[src/rtl/bmdma_pkg.sv]
package bmdma_pkg;

  localparam int PTR_BYTES = 4;
  localparam int TABLE_W   = PTR_BYTES * 8;

  localparam logic [2:0] OFS_CMD   = 3'd0;
  localparam logic [2:0] OFS_VEND1 = 3'd1;
  localparam logic [2:0] OFS_STAT  = 3'd2;
  localparam logic [2:0] OFS_VEND3 = 3'd3;

  // status bit positions
  localparam int ST_ACT  = 0;
  localparam int ST_ERR  = 1;
  localparam int ST_IRQ  = 2;
  localparam int ST_HLD0 = 3;
  localparam int ST_HLD1 = 4;
  localparam int ST_CAP0 = 5;
  localparam int ST_CAP1 = 6;

  typedef enum logic [1:0] {
    WD_HOLD   = 2'd0,
    WD_EXTEND = 2'd1,
    WD_FAIL   = 2'd2,
    WD_RESET  = 2'd3
  } wdVerdict_e;

  typedef struct packed {
    logic                 wrVend1;
    logic                 wrVend3;
    logic [PTR_BYTES-1:0] wrPtr;
    logic                 wrDir;
    logic                 capture;
  } dpStrobe_t;

endpackage

[src/rtl/bmdma_ctrl.sv]
module bmdma_ctrl
  import bmdma_pkg::*;
#(
  parameter int TIMEOUT = 64
) (
  input  logic       clk,
  input  logic       rstN,
  input  logic       busWrEn,
  input  logic [2:0] busAddr,
  input  logic [6:0] wrBits,
  input  logic       engDone,
  input  logic       engFault,
  input  logic       drvIrq,
  output dpStrobe_t  stb,
  output logic       cmdRun,
  output logic [7:0] statusByte,
  output logic       engStart,
  output logic       engAbort,
  output logic       wdValid,
  output logic [1:0] wdVerdict
);

  localparam int CNT_W = $clog2(TIMEOUT + 1);
  localparam logic [CNT_W-1:0] CNT_LIM = CNT_W'(TIMEOUT - 1);

  logic wrCmd, wrStat, startStb, stopStb, endEvt;
  logic act, err, irq;
  logic [1:0] hold, cap;
  logic wdArmed, wdUsed, wdExpire;
  logic [CNT_W-1:0] wdCnt;
  wdVerdict_e nextVerdict;

  assign wrCmd    = busWrEn && (busAddr == OFS_CMD);
  assign wrStat   = busWrEn && (busAddr == OFS_STAT);
  assign startStb = wrCmd && wrBits[0] && !cmdRun;
  assign stopStb  = wrCmd && !wrBits[0] && cmdRun;
  assign endEvt   = engDone || drvIrq;

  always_comb begin
    stb         = '0;
    stb.wrVend1 = busWrEn && (busAddr == OFS_VEND1);
    stb.wrVend3 = busWrEn && (busAddr == OFS_VEND3);
    stb.wrDir   = wrCmd;
    stb.capture = stopStb;
    for (int i = 0; i < PTR_BYTES; i++) begin
      stb.wrPtr[i] = busWrEn && busAddr[2] && (busAddr[1:0] == 2'(i));
    end
  end

  assign statusByte = {1'b0, cap, hold, irq, err, act};

  always_ff @(posedge clk or negedge rstN) begin
    if (!rstN) begin
      cmdRun   <= 1'b0;
      act      <= 1'b0;
      err      <= 1'b0;
      irq      <= 1'b0;
      hold     <= 2'b00;
      cap      <= 2'b00;
      engStart <= 1'b0;
      engAbort <= 1'b0;
    end else begin
      if (wrCmd) cmdRun <= wrBits[0];
      if (startStb) act <= 1'b1;
      if (stopStb) act <= 1'b0;
      if (endEvt || engFault) act <= 1'b0;
      if (wrStat && wrBits[ST_ERR]) err <= 1'b0;
      if (engFault) err <= 1'b1;
      if (wrStat && wrBits[ST_IRQ]) irq <= 1'b0;
      if (endEvt) irq <= 1'b1;
      if (wrStat) begin
        hold <= wrBits[ST_HLD1:ST_HLD0];
        cap  <= wrBits[ST_CAP1:ST_CAP0];
      end
      engStart <= startStb;
      engAbort <= stopStb && act;
    end
  end

  // timeout classification from the live status
  always_comb begin
    if (hold == 2'b11)   nextVerdict = WD_HOLD;
    else if (wdUsed)     nextVerdict = WD_FAIL;
    else if (err)        nextVerdict = WD_FAIL;
    else if (act || irq) nextVerdict = WD_EXTEND;
    else                 nextVerdict = WD_RESET;
  end

  assign wdExpire = wdArmed && (wdCnt == CNT_LIM);

  always_ff @(posedge clk or negedge rstN) begin
    if (!rstN) begin
      wdArmed   <= 1'b0;
      wdUsed    <= 1'b0;
      wdCnt     <= '0;
      wdValid   <= 1'b0;
      wdVerdict <= WD_HOLD;
    end else begin
      wdValid <= 1'b0;
      if (startStb) begin
        wdArmed <= 1'b1;
        wdUsed  <= 1'b0;
        wdCnt   <= '0;
      end else if (stopStb) begin
        wdArmed <= 1'b0;
      end else if (wdExpire) begin
        wdValid   <= 1'b1;
        wdVerdict <= nextVerdict;
        wdCnt     <= '0;
        if (nextVerdict == WD_EXTEND) wdUsed <= 1'b1;
        if (nextVerdict == WD_FAIL || nextVerdict == WD_RESET) wdArmed <= 1'b0;
      end else if (wdArmed) begin
        wdCnt <= wdCnt + 1'b1;
      end
    end
  end

endmodule

[src/rtl/bmdma_dpath.sv]
module bmdma_dpath
  import bmdma_pkg::*;
(
  input  logic               clk,
  input  logic               rstN,
  input  dpStrobe_t          stb,
  input  logic [2:0]         busAddr,
  input  logic [7:0]         busWrData,
  input  logic               cmdRun,
  input  logic [7:0]         statusByte,
  output logic [7:0]         busRdData,
  output logic [TABLE_W-1:0] tableBase,
  output logic               engToMem,
  output logic               resultValid,
  output logic [7:0]         resultCode
);

  logic [7:0] vend1, vend3;
  logic [7:0] ptrByte [PTR_BYTES];

  for (genvar g = 0; g < PTR_BYTES; g++) begin : g_ptr
    always_ff @(posedge clk or negedge rstN) begin
      if (!rstN)            ptrByte[g] <= 8'h00;
      else if (stb.wrPtr[g]) ptrByte[g] <= busWrData;
    end
    assign tableBase[g*8 +: 8] = ptrByte[g];
  end

  always_ff @(posedge clk or negedge rstN) begin
    if (!rstN) begin
      vend1       <= 8'h00;
      vend3       <= 8'h00;
      engToMem    <= 1'b0;
      resultValid <= 1'b0;
      resultCode  <= 8'h00;
    end else begin
      if (stb.wrVend1) vend1 <= busWrData;
      if (stb.wrVend3) vend3 <= busWrData;
      if (stb.wrDir) engToMem <= busWrData[3];
      resultValid <= stb.capture;
      if (stb.capture)
        resultCode <= (statusByte[2:0] == 3'b100) ? 8'h00 : (8'h10 | statusByte);
    end
  end

  always_comb begin
    case (busAddr)
      OFS_CMD:   busRdData = {4'b0000, engToMem, 2'b00, cmdRun};
      OFS_VEND1: busRdData = vend1;
      OFS_STAT:  busRdData = statusByte;
      OFS_VEND3: busRdData = vend3;
      default:   busRdData = ptrByte[busAddr[1:0]];
    endcase
  end

endmodule

[src/rtl/bmdma_regs.sv]
module bmdma_regs
  import bmdma_pkg::*;
#(
  parameter int TIMEOUT = 64
) (
  input  logic         clk,
  input  logic         rstN,
  input  logic         busWrEn,
  input  logic [2:0]   busAddr,
  input  logic [7:0]   busWrData,
  output logic [7:0]   busRdData,
  output logic         engStart,
  output logic         engAbort,
  output logic         engToMem,
  output logic [31:0]  tableBase,
  output logic [1:0]   drvDmaOk,
  input  logic         engDone,
  input  logic         engFault,
  input  logic         drvIrq,
  output logic         resultValid,
  output logic [7:0]   resultCode,
  output logic         wdValid,
  output logic [1:0]   wdVerdict
);

  dpStrobe_t  stb;
  logic       cmdRun;
  logic [7:0] statusByte;

  bmdma_ctrl #(.TIMEOUT(TIMEOUT)) u_ctrl (
    .clk(clk), .rstN(rstN), .busWrEn(busWrEn), .busAddr(busAddr),
    .wrBits(busWrData[6:0]), .engDone(engDone), .engFault(engFault),
    .drvIrq(drvIrq), .stb(stb), .cmdRun(cmdRun), .statusByte(statusByte),
    .engStart(engStart), .engAbort(engAbort), .wdValid(wdValid),
    .wdVerdict(wdVerdict)
  );

  bmdma_dpath u_dpath (
    .clk(clk), .rstN(rstN), .stb(stb), .busAddr(busAddr),
    .busWrData(busWrData), .cmdRun(cmdRun), .statusByte(statusByte),
    .busRdData(busRdData), .tableBase(tableBase), .engToMem(engToMem),
    .resultValid(resultValid), .resultCode(resultCode)
  );

  assign drvDmaOk = statusByte[ST_CAP1:ST_CAP0];

endmodule

[config.mk]
export PLATFORM = sky130hd
export DESIGN_NAME = bmdma_regs
export DESIGN_NICKNAME = d
export VERILOG_FILES = /design/src/rtl/bmdma_pkg.sv /design/src/rtl/bmdma_ctrl.sv /design/src/rtl/bmdma_dpath.sv /design/src/rtl/bmdma_regs.sv
export SDC_FILE = /design/constraint.sdc
export NUM_CORES = 1
export LEC_CHECK = 0
export ABC_AREA = 1
export BUFFER_PORTS_ARGS = -buffer_cell sky130_fd_sc_hd__buf_2
export CAP_MARGIN = 20
export CORE_MARGIN = 2
export CORE_UTILIZATION = 50
export DETAILED_ROUTE_END_ITERATION = 7
export PLACE_DENSITY_LB_ADDON = 0.1
export REMOVE_ABC_BUFFERS = 1
export SETUP_SLACK_MARGIN = 0.5
export SLEW_MARGIN = 40
export SYNTH_ARGS = -nofsm -noshare
export SYNTH_HDL_FRONTEND = slang
export SYNTH_HIERARCHICAL = 1
export SYNTH_SLANG_ARGS = --single-unit
[constraint.sdc]
create_clock -name clk -period 1.65 [get_ports clk]
set_input_delay 0.33 -clock clk [delete_from_list [all_inputs] [get_ports clk]]
set_output_delay 0.33 -clock clk [all_outputs]
set_load 0.005 [all_outputs]
==> flow_metrics.py, run 1 <==
metrics = {
    "routing": {
        "drt-pass1-iter-count": 4,
        "m1WireLength_mm": 4.596,
        "routed-wl-met3_um": 686,
        "vias_per_cell": 5.416,
        "antenna_violation_net_count_after_detailed_routing": 0,
        "wl_mm": 10.99,
        "highest_layer": "met4",
        "met2RoutedLength_mm": 5.526,
        "route.vias.total": 3564,
        "wl_per_cell_um": 16.71,
        "initialDrtViolationCount": 249,
        "drt_drc_violations_left": 0,
    },
    "yosys": {
        "synth_area_leaders": "sky130_fd_sc_hd__dfrtp_1, sky130_fd_sc_hd__mux2_1, sky130_fd_sc_hd__nand2_1, sky130_fd_sc_hd__nand3_1, sky130_fd_sc_hd__nand4_1",
        "syn-mean-instance-area_um2": 9.789,
        "synth.distinct_cells": 31,
        "mappedNetlistArea_um2": 4053,
        "netlist.area_leader.share_pct": 49.40,
        "synthesized_instance_count": 414,
        "synth-warning-count": 6,
        "yosys_register_bits": 80,
        "synth_top_area_cell": "sky130_fd_sc_hd__dfrtp_1",
        "synth_sequential_area_ratio_pct": 49.40,
    },
    "cells_and_area": {
        "mostFrequentLayoutCell": "sky130_fd_sc_hd__nand2_1",
        "most_frequent_cells_in_the_layout": "sky130_fd_sc_hd__nand2_1, sky130_fd_sc_hd__dfrtp_1, sky130_fd_sc_hd__buf_2",
        "num-nets-final": 569,
        "fillers": 545,
        "area_growth_pct": 42.64,
        "diodes_inserted": 0,
        "post_route_cells_drive_above_1_share_pct": 46.04,
    },
    "sta": {
        "rsz_0062_raised_after_global_routing": "yes",
        "final-hold-violation-count": 0,
        "fmaxAchievable_mhz": 649.8,
        "layout_worst_path_cycle_share_pct": 93.26,
        "final.min_clock_period_ns": 1.539,
        "setup_ws_ns": 0.1112,
        "setup_viol": 0,
        "clock_skew_ns": 0.005613,
        "fin_worst_hold_slack_ns": 0.2200,
        "report.final.slew_viol_count": 0,
    },
    "floorplanning": {
        "design.die.area_um2": 8842,
        "core.rowCount": 32,
        "die_w_um": 94.03,
        "coreArea_um2": 7807,
        "initial_utilization_pct": 51.91,
        "pin_count": 74,
        "fp.dieH_um": 94.03,
    },
    "critical_path": {
        "critical_path.endpoint_type": "output pin",
        "arrival_time_reported_for_the_critical_path_endpoint_ns": 1.21,
        "required_time_of_the_critical_path_ns": 1.32,
        "reg2reg_setup_slack_ns": 0.30,
        "cp_max_fo": 3,
        "worst_setup_path_start_kind": "register",
        "path_class": "reg2out",
        "r2r-start": "u_ctrl/wdCnt[0]",
        "endpoint_of_the_lowest_slack_register_to_register_path": "u_ctrl/wdVerdict[1]",
        "worstRegToRegCells": 8,
    },
    "cts": {
        "tritoncts": "done",
        "cts_num_sinks": 80,
        "clockRootBuffer": "sky130_fd_sc_hd__clkbuf_8",
        "max-clock-path-buffers": 2,
        "worstSkewPairLatency_ns": 0.35,
        "cts_inserted_buffers": 9,
        "clock_tree.htree_level_count": 3,
        "cts.clk_slew.worst_paths_ns": 0.08,
    },
    "place": {
        "dp_hpwl_mm": 6.616,
        "routability_driven_placement_congestion_ratio": 0.8040,
        "place.port_buffers": 73,
        "pre_cts_slack_ns": -0.01996,
    },
    "run_status": {
        "outcome": "finished clean",
    },
    "hold_path": {
        "hold_end": "u_ctrl/err",
        "hold_path_cells": 3,
        "worstHoldStart": "engFault",
        "holdCritPathClass": "in2reg",
    },
    "power_and_ir_drop": {
        "total_power_mw": 6.286,
        "power_density_relative_to_cell_area_nw_per_um2": 1087,
        "power.static_leakage_nw": 2.849,
        "ir_drop_v": 0.0005637,
    },
    "global_routing": {
        "global_route_wire_length_before_repair_mm": 17.02,
        "number_of_antenna_violations_at_the_first_check_in_global_routing": 0,
        "grt_overflow_total": 0,
        "first_global_vias": 3332,
        "grt.total_usage_pct": 25.10,
        "largest_net_degree_at_the_start_of_global_routing": 33,
    },
    "flow_run": {
        "max_cap_viol_count": 0,
    },
}
[metrics by stage]
step	setup TNS [ns]	cell area, um2	std cells	util, %
4_1_cts	0	5288	637	67.72
3_5_place_dp	-0.03006	4541	586	58.16
6_report	0	5781	658	74.04
2_1_floorplan	0	3830	389	-
5_1_grt	0	5781	658	74.04
3_3_place_gp	0	4541	586	58.16
[cell usage after synthesis (all sizes together)]
cell,instances
dfrtp,80
nand3,54
nand2,95
a21oi,2
nand4,20
buf,25
xor2,2
o21ai,15
nor2,33
conb,1
nor3,2
o22ai,1
mux2,50
inv,33
ha,1
[final cells by class]
type                       count  area (um2)  area share (%)
clock inverter                 7       95.09           1.645
clock buffer                   9       123.9           2.143
timing repair buffer         150        1299           22.47
timing repair inverter         1       8.758          0.1515
multi-input combinational    276        1969           34.07
sequential                    80        2003           34.65
tap                          102       127.6           2.208
inverter                      33       153.9           2.662
[sequential cells by signal (all words and copies together), names as in the netlist, 2 cells and up]
signal              flops
u_dpath/vend1           8
u_dpath/resultCode      8
u_ctrl/wdVerdict        2
u_ctrl/hold             2
u_dpath/vend3           8
u_ctrl/cap              2
u_dpath/tableBase      32
u_ctrl/wdCnt            7
[how the worst max path moves through the flow]
stage	start	end	slack, ns
after floorplan	busWrEn	u_dpath/vend1[0]	0.09
after global placement	busAddr[2]	u_dpath/tableBase[20]	0.06
after detailed placement	busAddr[2]	u_dpath/tableBase[19]	-0.02
after CTS	u_ctrl/act	busRdData[0]	0.1
after global routing	u_ctrl/err	busRdData[1]	0.06
final	u_dpath/tableBase[26]	busRdData[2]	0.11
[what timing repair did]
action	in CTS	in global routing
setup endpoints to repair	119	148
hold endpoints to repair	27	0
resized for setup	60	84
setup buffers	30	21
cloned	4	0
hold buffers	1	0
pin swaps	27	37
[power breakdown]
part	switching [mW]	total, mW	internal, mW
clock network	0.735	1.59	0.854
registers	0.298	2.67	2.37
logic	0.903	2.02	1.12
[routing by layer]
metal | track usage [%] | vias to the layer above
li1 | - | 1663
met1 | 35.48 | 1753
met2 | 40.83 | 127
met3 | 3.291 | 21
met4 | 7.005 | 0
met5 | 0 | -
[critical path, stage by stage, from the launching register on]
cell and delay [ns]:
sky130_fd_sc_hd__dfrtp_1 0.40, sky130_fd_sc_hd__nand2_1 0.08, sky130_fd_sc_hd__nand3_1 0.11, sky130_fd_sc_hd__nand3_2 0.09, sky130_fd_sc_hd__nand2_1 0.06, sky130_fd_sc_hd__buf_2 0.12
[logic make-up (layout without fill, tap and decap cells)]
kind of cell / after synthesis / after routing / synth area share (%)
AO/OA/AOI/OAI: 18 / 18 / 2.254
buffers and inverters: 58 / 200 / 8.861
multiplexers: 50 / 50 / 13.89
other: 1 / 1 / 0.09253
adder cells (fa/ha/maj): 1 / 1 / 0.3087
AND/OR/NAND/NOR: 204 / 204 / 24.76
flip-flops: 80 / 80 / 49.40
XOR/XNOR: 2 / 2 / 0.4323
Note: power is estimated with default switching activity, not from simulation.
==> inputs of run 2 (changes only) <==
- CORE_ASPECT_RATIO: default -> 2
==> flow_metrics.py, run 2 (same netlist as run 1, synthesis figures left out) <==
metrics = {
    "floorplanning": {
        "design.die.area_um2": 8885,
        "coreArea_um2": 7885,
        "core.rowCount": 46,
        "fp.dieH_um": 131.3,
        "pin_count": 74,
        "initial_utilization_pct": 51.40,
        "die_w_um": 67.66,
    },
    "place": {
        "dp_hpwl_mm": 7.040,
        "place.port_buffers": 73,
        "pre_cts_slack_ns": 0.007985,
        "placed_cell_count": 581,
        "routability_driven_placement_congestion_ratio": 0.8492,
    },
    "global_routing": {
        "global_route_wire_length_before_repair_mm": 17.35,
        "grt.total_usage_pct": 26.14,
        "number_of_antenna_violations_at_the_first_check_in_global_routing": 0,
        "largest_net_degree_at_the_start_of_global_routing": 81,
        "first_global_vias": 3477,
        "grt_overflow_total": 0,
    },
    "cts": {
        "clock_tree.htree_level_count": 3,
        "max-clock-path-buffers": 2,
        "cts_hold_repair.buffers": 0,
        "worstSkewPairLatency_ns": 0.35,
        "tritoncts": "done",
        "clockRootBuffer": "sky130_fd_sc_hd__clkbuf_16",
        "cts_num_sinks": 80,
        "cts_inserted_buffers": 9,
        "cts.clk_slew.worst_paths_ns": 0.06,
    },
    "critical_path": {
        "arrival_time_reported_for_the_critical_path_endpoint_ns": 1.32,
        "worstRegToRegCells": 5,
        "required_time_of_the_critical_path_ns": 1.32,
        "timing.critical_path.cells": "nand4_1 -> nand2_1 -> nor2_2 -> nand2_1 -> buf_2",
        "worst_setup_path_start_kind": "register",
        "critical_path.endpoint_type": "output pin",
        "critPathMostFrequentCell": "sky130_fd_sc_hd__nand2_1",
        "critical-path-max-stage-delay_ns": 0.39,
        "cp_max_fo": 2,
        "path_class": "reg2out",
        "critPathSlowestCell": "sky130_fd_sc_hd__dfrtp_1",
    },
    "run_status": {
        "outcome": "complete, but fails checks",
        "violations_in_the_final_reports": "negative hold slack",
    },
    "sta": {
        "setup_viol": 0,
        "rsz_0062_raised_after_global_routing": "yes",
        "fin_worst_hold_slack_ns": -0.01194,
        "setup_ws_ns": 0.003822,
        "report.final.slew_viol_count": 0,
        "final.min_clock_period_ns": 1.646,
        "final-hold-violation-count": 6,
        "layout_worst_path_cycle_share_pct": 99.77,
        "fmaxAchievable_mhz": 607.5,
        "clock_skew_ns": 0.004851,
    },
    "hold_path": {
        "holdCritPathClass": "in2async",
    },
    "routing": {
        "wl_mm": 12.32,
        "drt_drc_violations_left": 0,
        "m1WireLength_mm": 4.441,
        "routed-wl-met3_um": 572,
        "met2RoutedLength_mm": 6.797,
        "antenna_violation_net_count_after_detailed_routing": 0,
        "route.vias.total": 3636,
        "highest_layer": "met4",
        "vias_per_cell": 5.476,
        "wl_per_cell_um": 18.55,
        "drt-pass1-iter-count": 4,
        "initialDrtViolationCount": 208,
    },
    "cells_and_area": {
        "most_frequent_cells_in_the_layout": "sky130_fd_sc_hd__dfrtp_1, sky130_fd_sc_hd__nand2_1, sky130_fd_sc_hd__buf_2",
        "largest_register_ff_count": 32,
        "final_instance_count_without_filler_cells": 664,
        "post_route_cells_drive_above_1_share_pct": 52.64,
        "mostFrequentLayoutCell": "sky130_fd_sc_hd__dfrtp_1",
        "area_growth_pct": 49.68,
        "utilization_after_layout_pct": 76.93,
        "fillers": 519,
        "num-nets-final": 581,
        "diodes_inserted": 0,
    },
    "flow_run": {
        "max_cap_viol_count": 0,
    },
    "power_and_ir_drop": {
        "combinational_share_of_power_pct": 30.6,
        "power_density_relative_to_cell_area_nw_per_um2": 1142,
        "clockPowerShare_pct": 30.4,
        "ir_drop_v": 0.0009040,
        "power.switching_fraction_pct": 30.25,
        "switching_power_mw": 2.096,
        "intPower_mw": 4.833,
        "p_seq_share_pct": 39.0,
        "power.static_leakage_nw": 3.044,
    },
}
## run 2: changes by cell type in the layout (fill, tap and decap cells not counted), moves of 5 or more
cell | previous run | this run
sky130_fd_sc_hd__mux2_4 | 4 | 35
sky130_fd_sc_hd__mux2_1 | 37 | 15
sky130_fd_sc_hd__buf_4 | 33 | 48
sky130_fd_sc_hd__clkbuf_16 | 0 | 10
sky130_fd_sc_hd__buf_6 | 52 | 43
sky130_fd_sc_hd__mux2_2 | 9 | 0
sky130_fd_sc_hd__clkbuf_8 | 9 | 2
sky130_fd_sc_hd__buf_2 | 56 | 61
sky130_fd_sc_hd__nand2_1 | 80 | 75
sky130_fd_sc_hd__nand2_2 | 10 | 15
sky130_fd_sc_hd__nor2_2 | 16 | 11
sky130_fd_sc_hd__o21ai_0 | 8 | 3
## run 2: worst max-delay path: cells and delay by family, from the launching register on
kind,cells,cell delay (ns)
buffers and inverters,1,0.13
flip-flops,1,0.39
AND/OR/NAND/NOR,4,0.45
## run 2: power by group through the flow
| stage | sequential [mW] | clock [mW] | combinational, mW |
|---|---|---|---|
| after floorplan | 2.68 | 0 | 0.642 |
| after global placement | 2.71 | 0 | 1.20 |
| after detailed placement | 2.73 | 0 | 1.24 |
| after CTS | 2.68 | 2.11 | 1.64 |
| after global routing | 2.74 | 2.19 | 2.30 |
| final | 2.70 | 2.10 | 2.12 |
## run 2: path summary, 6_finish.rpt
check | slack (ns) | endpoint | startpoint
setup / recovery | 0.004 | busRdData[2] | u_ctrl/irq
hold / removal | -0.01 | u_dpath/tableBase[11] | rstN
setup reg to reg | 0.30 | u_dpath/resultCode[4] | u_ctrl/err
hold reg to reg | 0.49 | u_dpath/vend3[4] | u_dpath/vend3[4]
max in group asynchronous | 1.31 | u_ctrl/act | rstN
min in group clk | 0.20 | u_ctrl/err | engFault
## run 2: per-stage QoR
stage | power [mW] | area (um2) | setup TNS (ns)
detailed placement | 3.961 | 4541 | 0
global route | 7.235 | 6066 | -0.01795
global placement | 3.906 | 4541 | 0
floorplan | 3.320 | 3830 | 0
finish | 6.930 | 6066 | 0
CTS | 6.430 | 5398 | 0
## run 2: routing by layer
metal	vias up	global-route usage, %
li1	1666	-
met1	1792	29.37
met2	138	46.24
met3	40	4.110
met4	0	11.56
met5	-	0
## run 2: layout make-up
type                       instances  area (um2)  area share, %
timing repair buffer             162        1348          22.22
sequential                        80        2007          33.09
tap                               96       120.1          1.980
inverter                          33       153.9          2.537
multi-input combinational        276        2110          34.78
clock inverter                     5       63.81          1.052
clock buffer                      11       252.7          4.167
timing repair inverter             1       11.26         0.1856
## run 2: timing repair
item | in CTS | in global routing
hold endpoints to repair | 0 | 0
endpoints found under the setup margin | 120 | 132
pin swaps | 23 | 40
resized for setup | 76 | 109
buffers inserted | 30 | 32
gates cloned | 3 | 2
==> inputs of run 3 (changes only) <==
--- a/constraint.sdc
+++ b/constraint.sdc
@@ -3,2 +3,2 @@
 set_output_delay 0.33 -clock clk [all_outputs]
-set_load 0.005 [all_outputs]
+set_load 0.01 [all_outputs]
==> flow_metrics.py, run 3 (same netlist as run 1, synthesis figures left out) <==
metrics = {
    "critical_path": {
        "crit_path_start": "u_dpath/tableBase[14]",
        "worstRegToRegCells": 8,
        "required_time_of_the_critical_path_ns": 1.32,
        "cp_max_fo": 3,
        "critical_path.endpoint_type": "output pin",
        "reg2reg_setup_slack_ns": 0.29,
        "path_class": "reg2out",
        "endpoint_of_the_lowest_slack_register_to_register_path": "u_ctrl/wdVerdict[0]",
        "arrival_time_reported_for_the_critical_path_endpoint_ns": 1.26,
        "r2r-start": "u_ctrl/wdCnt[0]",
        "worst_setup_path_start_kind": "register",
        "endpoint": "busRdData[6]",
    },
    "sta": {
        "final.min_clock_period_ns": 1.586,
        "setup_ws_ns": 0.06384,
        "report.final.slew_viol_count": 0,
        "setup_viol": 0,
        "layout_worst_path_cycle_share_pct": 96.13,
        "clock_skew_ns": 0.002620,
        "fin_worst_hold_slack_ns": -0.003376,
        "fmaxAchievable_mhz": 630.5,
        "rsz_0062_raised_after_global_routing": "yes",
        "final-hold-violation-count": 3,
    },
    "routing": {
        "vias_per_cell": 5.486,
        "route.vias.total": 3643,
        "initialDrtViolationCount": 234,
        "wl_per_cell_um": 18.71,
        "antenna_violation_net_count_after_detailed_routing": 0,
        "drt_drc_violations_left": 0,
        "wl_mm": 12.42,
        "drt-pass1-iter-count": 4,
    },
    "global_routing": {
        "largest_net_degree_at_the_start_of_global_routing": 81,
        "number_of_antenna_violations_at_the_first_check_in_global_routing": 0,
        "grt_overflow_total": 0,
        "global_route_wire_length_before_repair_mm": 17.55,
        "first_global_vias": 3437,
        "grt.total_usage_pct": 26.81,
    },
    "cts": {
        "clockRootBuffer": "sky130_fd_sc_hd__clkbuf_16",
        "cts_inserted_buffers": 9,
        "cts_hold_repair.buffers": 0,
        "cts.clk_slew.worst_paths_ns": 0.06,
        "tritoncts": "done",
        "worstSkewPairLatency_ns": 0.34,
        "max-clock-path-buffers": 2,
        "cts_num_sinks": 80,
        "clock_tree.htree_level_count": 3,
    },
    "cells_and_area": {
        "fin_area_um2": 6156,
        "most_frequent_cells_in_the_layout": "sky130_fd_sc_hd__nand2_1, sky130_fd_sc_hd__dfrtp_1, sky130_fd_sc_hd__buf_2",
        "fillers": 502,
        "num-nets-final": 581,
        "area_growth_pct": 51.90,
        "post_route_cells_drive_above_1_share_pct": 54.05,
        "largest_register_ff_count": 32,
        "diodes_inserted": 0,
    },
    "flow_run": {
        "max_cap_viol_count": 0,
    },
    "floorplanning": {
        "design.die.area_um2": 8885,
        "pin_count": 74,
        "die_w_um": 67.66,
        "fp.dieH_um": 131.3,
        "coreArea_um2": 7885,
        "initial_utilization_pct": 51.40,
        "core.rowCount": 46,
    },
    "place": {
        "routability_driven_placement_congestion_ratio": 0.8114,
        "postPlaceCellArea_um2": 4518,
        "place.port_buffers": 73,
        "pre_cts_slack_ns": -0.04378,
        "dp_hpwl_mm": 6.963,
    },
    "power_and_ir_drop": {
        "ir_drop_v": 0.0008304,
        "power_density_relative_to_cell_area_nw_per_um2": 1119,
        "power.static_leakage_nw": 3.090,
    },
    "run_status": {
        "violations_in_the_final_reports": "negative hold slack",
        "outcome": "complete, but fails checks",
    },
    "hold_path": {
        "holdCritPathClass": "in2async",
    },
}
==> run 3: changes by cell type in the layout (fill, tap and decap cells not counted), moves of 4 or more <==
cell,previous run,this run
sky130_fd_sc_hd__mux2_1,15,0
sky130_fd_sc_hd__mux2_4,35,46
sky130_fd_sc_hd__nand2_2,15,10
sky130_fd_sc_hd__nor2_4,9,14
sky130_fd_sc_hd__mux2_2,0,4
sky130_fd_sc_hd__nand3_1,37,41
==> run 3: worst max-delay path, cell delays in order (launching register included) <==
cell,delay (ns)
sky130_fd_sc_hd__dfrtp_1,0.42
sky130_fd_sc_hd__nand2_1,0.11
sky130_fd_sc_hd__nand3_1,0.09
sky130_fd_sc_hd__nand3_1,0.10
sky130_fd_sc_hd__nand2_1,0.06
sky130_fd_sc_hd__buf_2,0.14
==> run 3: power by group <==
part / total (mW) / internal, mW / switching, mW
Sequential: 2.71 / 2.38 / 0.326
Clock: 1.89 / 1.06 / 0.828
Combinational: 2.29 / 1.25 / 1.04
Total: 6.89 / 4.69 / 2.19
==> run 3: how the worst min path moves through the flow <==
stage               from               endpoint  slack [ns]  cells after the start
global placement    rstN  u_dpath/tableBase[10]        0.39                      2
global route        rstN  u_dpath/tableBase[10]        0.03                      2
floorplan           rstN             u_ctrl/act        0.03                      0
CTS                 rstN  u_dpath/tableBase[11]        0.02                      2
finish              rstN  u_dpath/tableBase[10]      -0.003                      2
detailed placement  rstN  u_dpath/tableBase[10]        0.39                      2
==> run 3: per-layer routing <==
| metal | up-vias | wire [um] | track usage [%] |
|---|---|---|---|
| li1 | 1670 | - | - |
| met1 | 1833 | 4590 | 29.89 |
| met2 | 113 | 7014 | 46.84 |
| met3 | 27 | 404 | 4.795 |
| met4 | 0 | 411 | 12.81 |
| met5 | - | 0 | 0 |
==> run 3: final cells by class <==
cell class | count | area, um2 | share of cell area, %
Inverter | 33 | 161.4 | 2.622
Tap cell | 96 | 120.1 | 1.951
Multi-Input combinational cell | 276 | 2156 | 35.02
Timing Repair Buffer | 163 | 1433 | 23.27
Sequential cell | 80 | 2004 | 32.56
Clock buffer | 10 | 239.0 | 3.882
Clock inverter | 6 | 42.54 | 0.6911
==> run 3: repair_timing <==
action,CTS,global route
buffers inserted,26,39
cloned,3,2
setup endpoints to repair,121,132
pin swaps,24,34
endpoints found under the hold margin,0,0
gates resized for setup,104,101
==> run 3: stage by stage <==
| stage | TNS (ns) | util, % | instances | power (mW) |
|---|---|---|---|---|
| after detailed placement | -0.2045 | 57.30 | 578 | 4.074 |
| final | 0 | 78.07 | 664 | 6.888 |
| after floorplan | 0 | - | 389 | 3.428 |
| after global placement | -0.1087 | 57.30 | 578 | 4.025 |
| after global routing | 0 | 78.07 | 664 | 7.199 |
| after CTS | 0 | 69.30 | 623 | 6.384 |
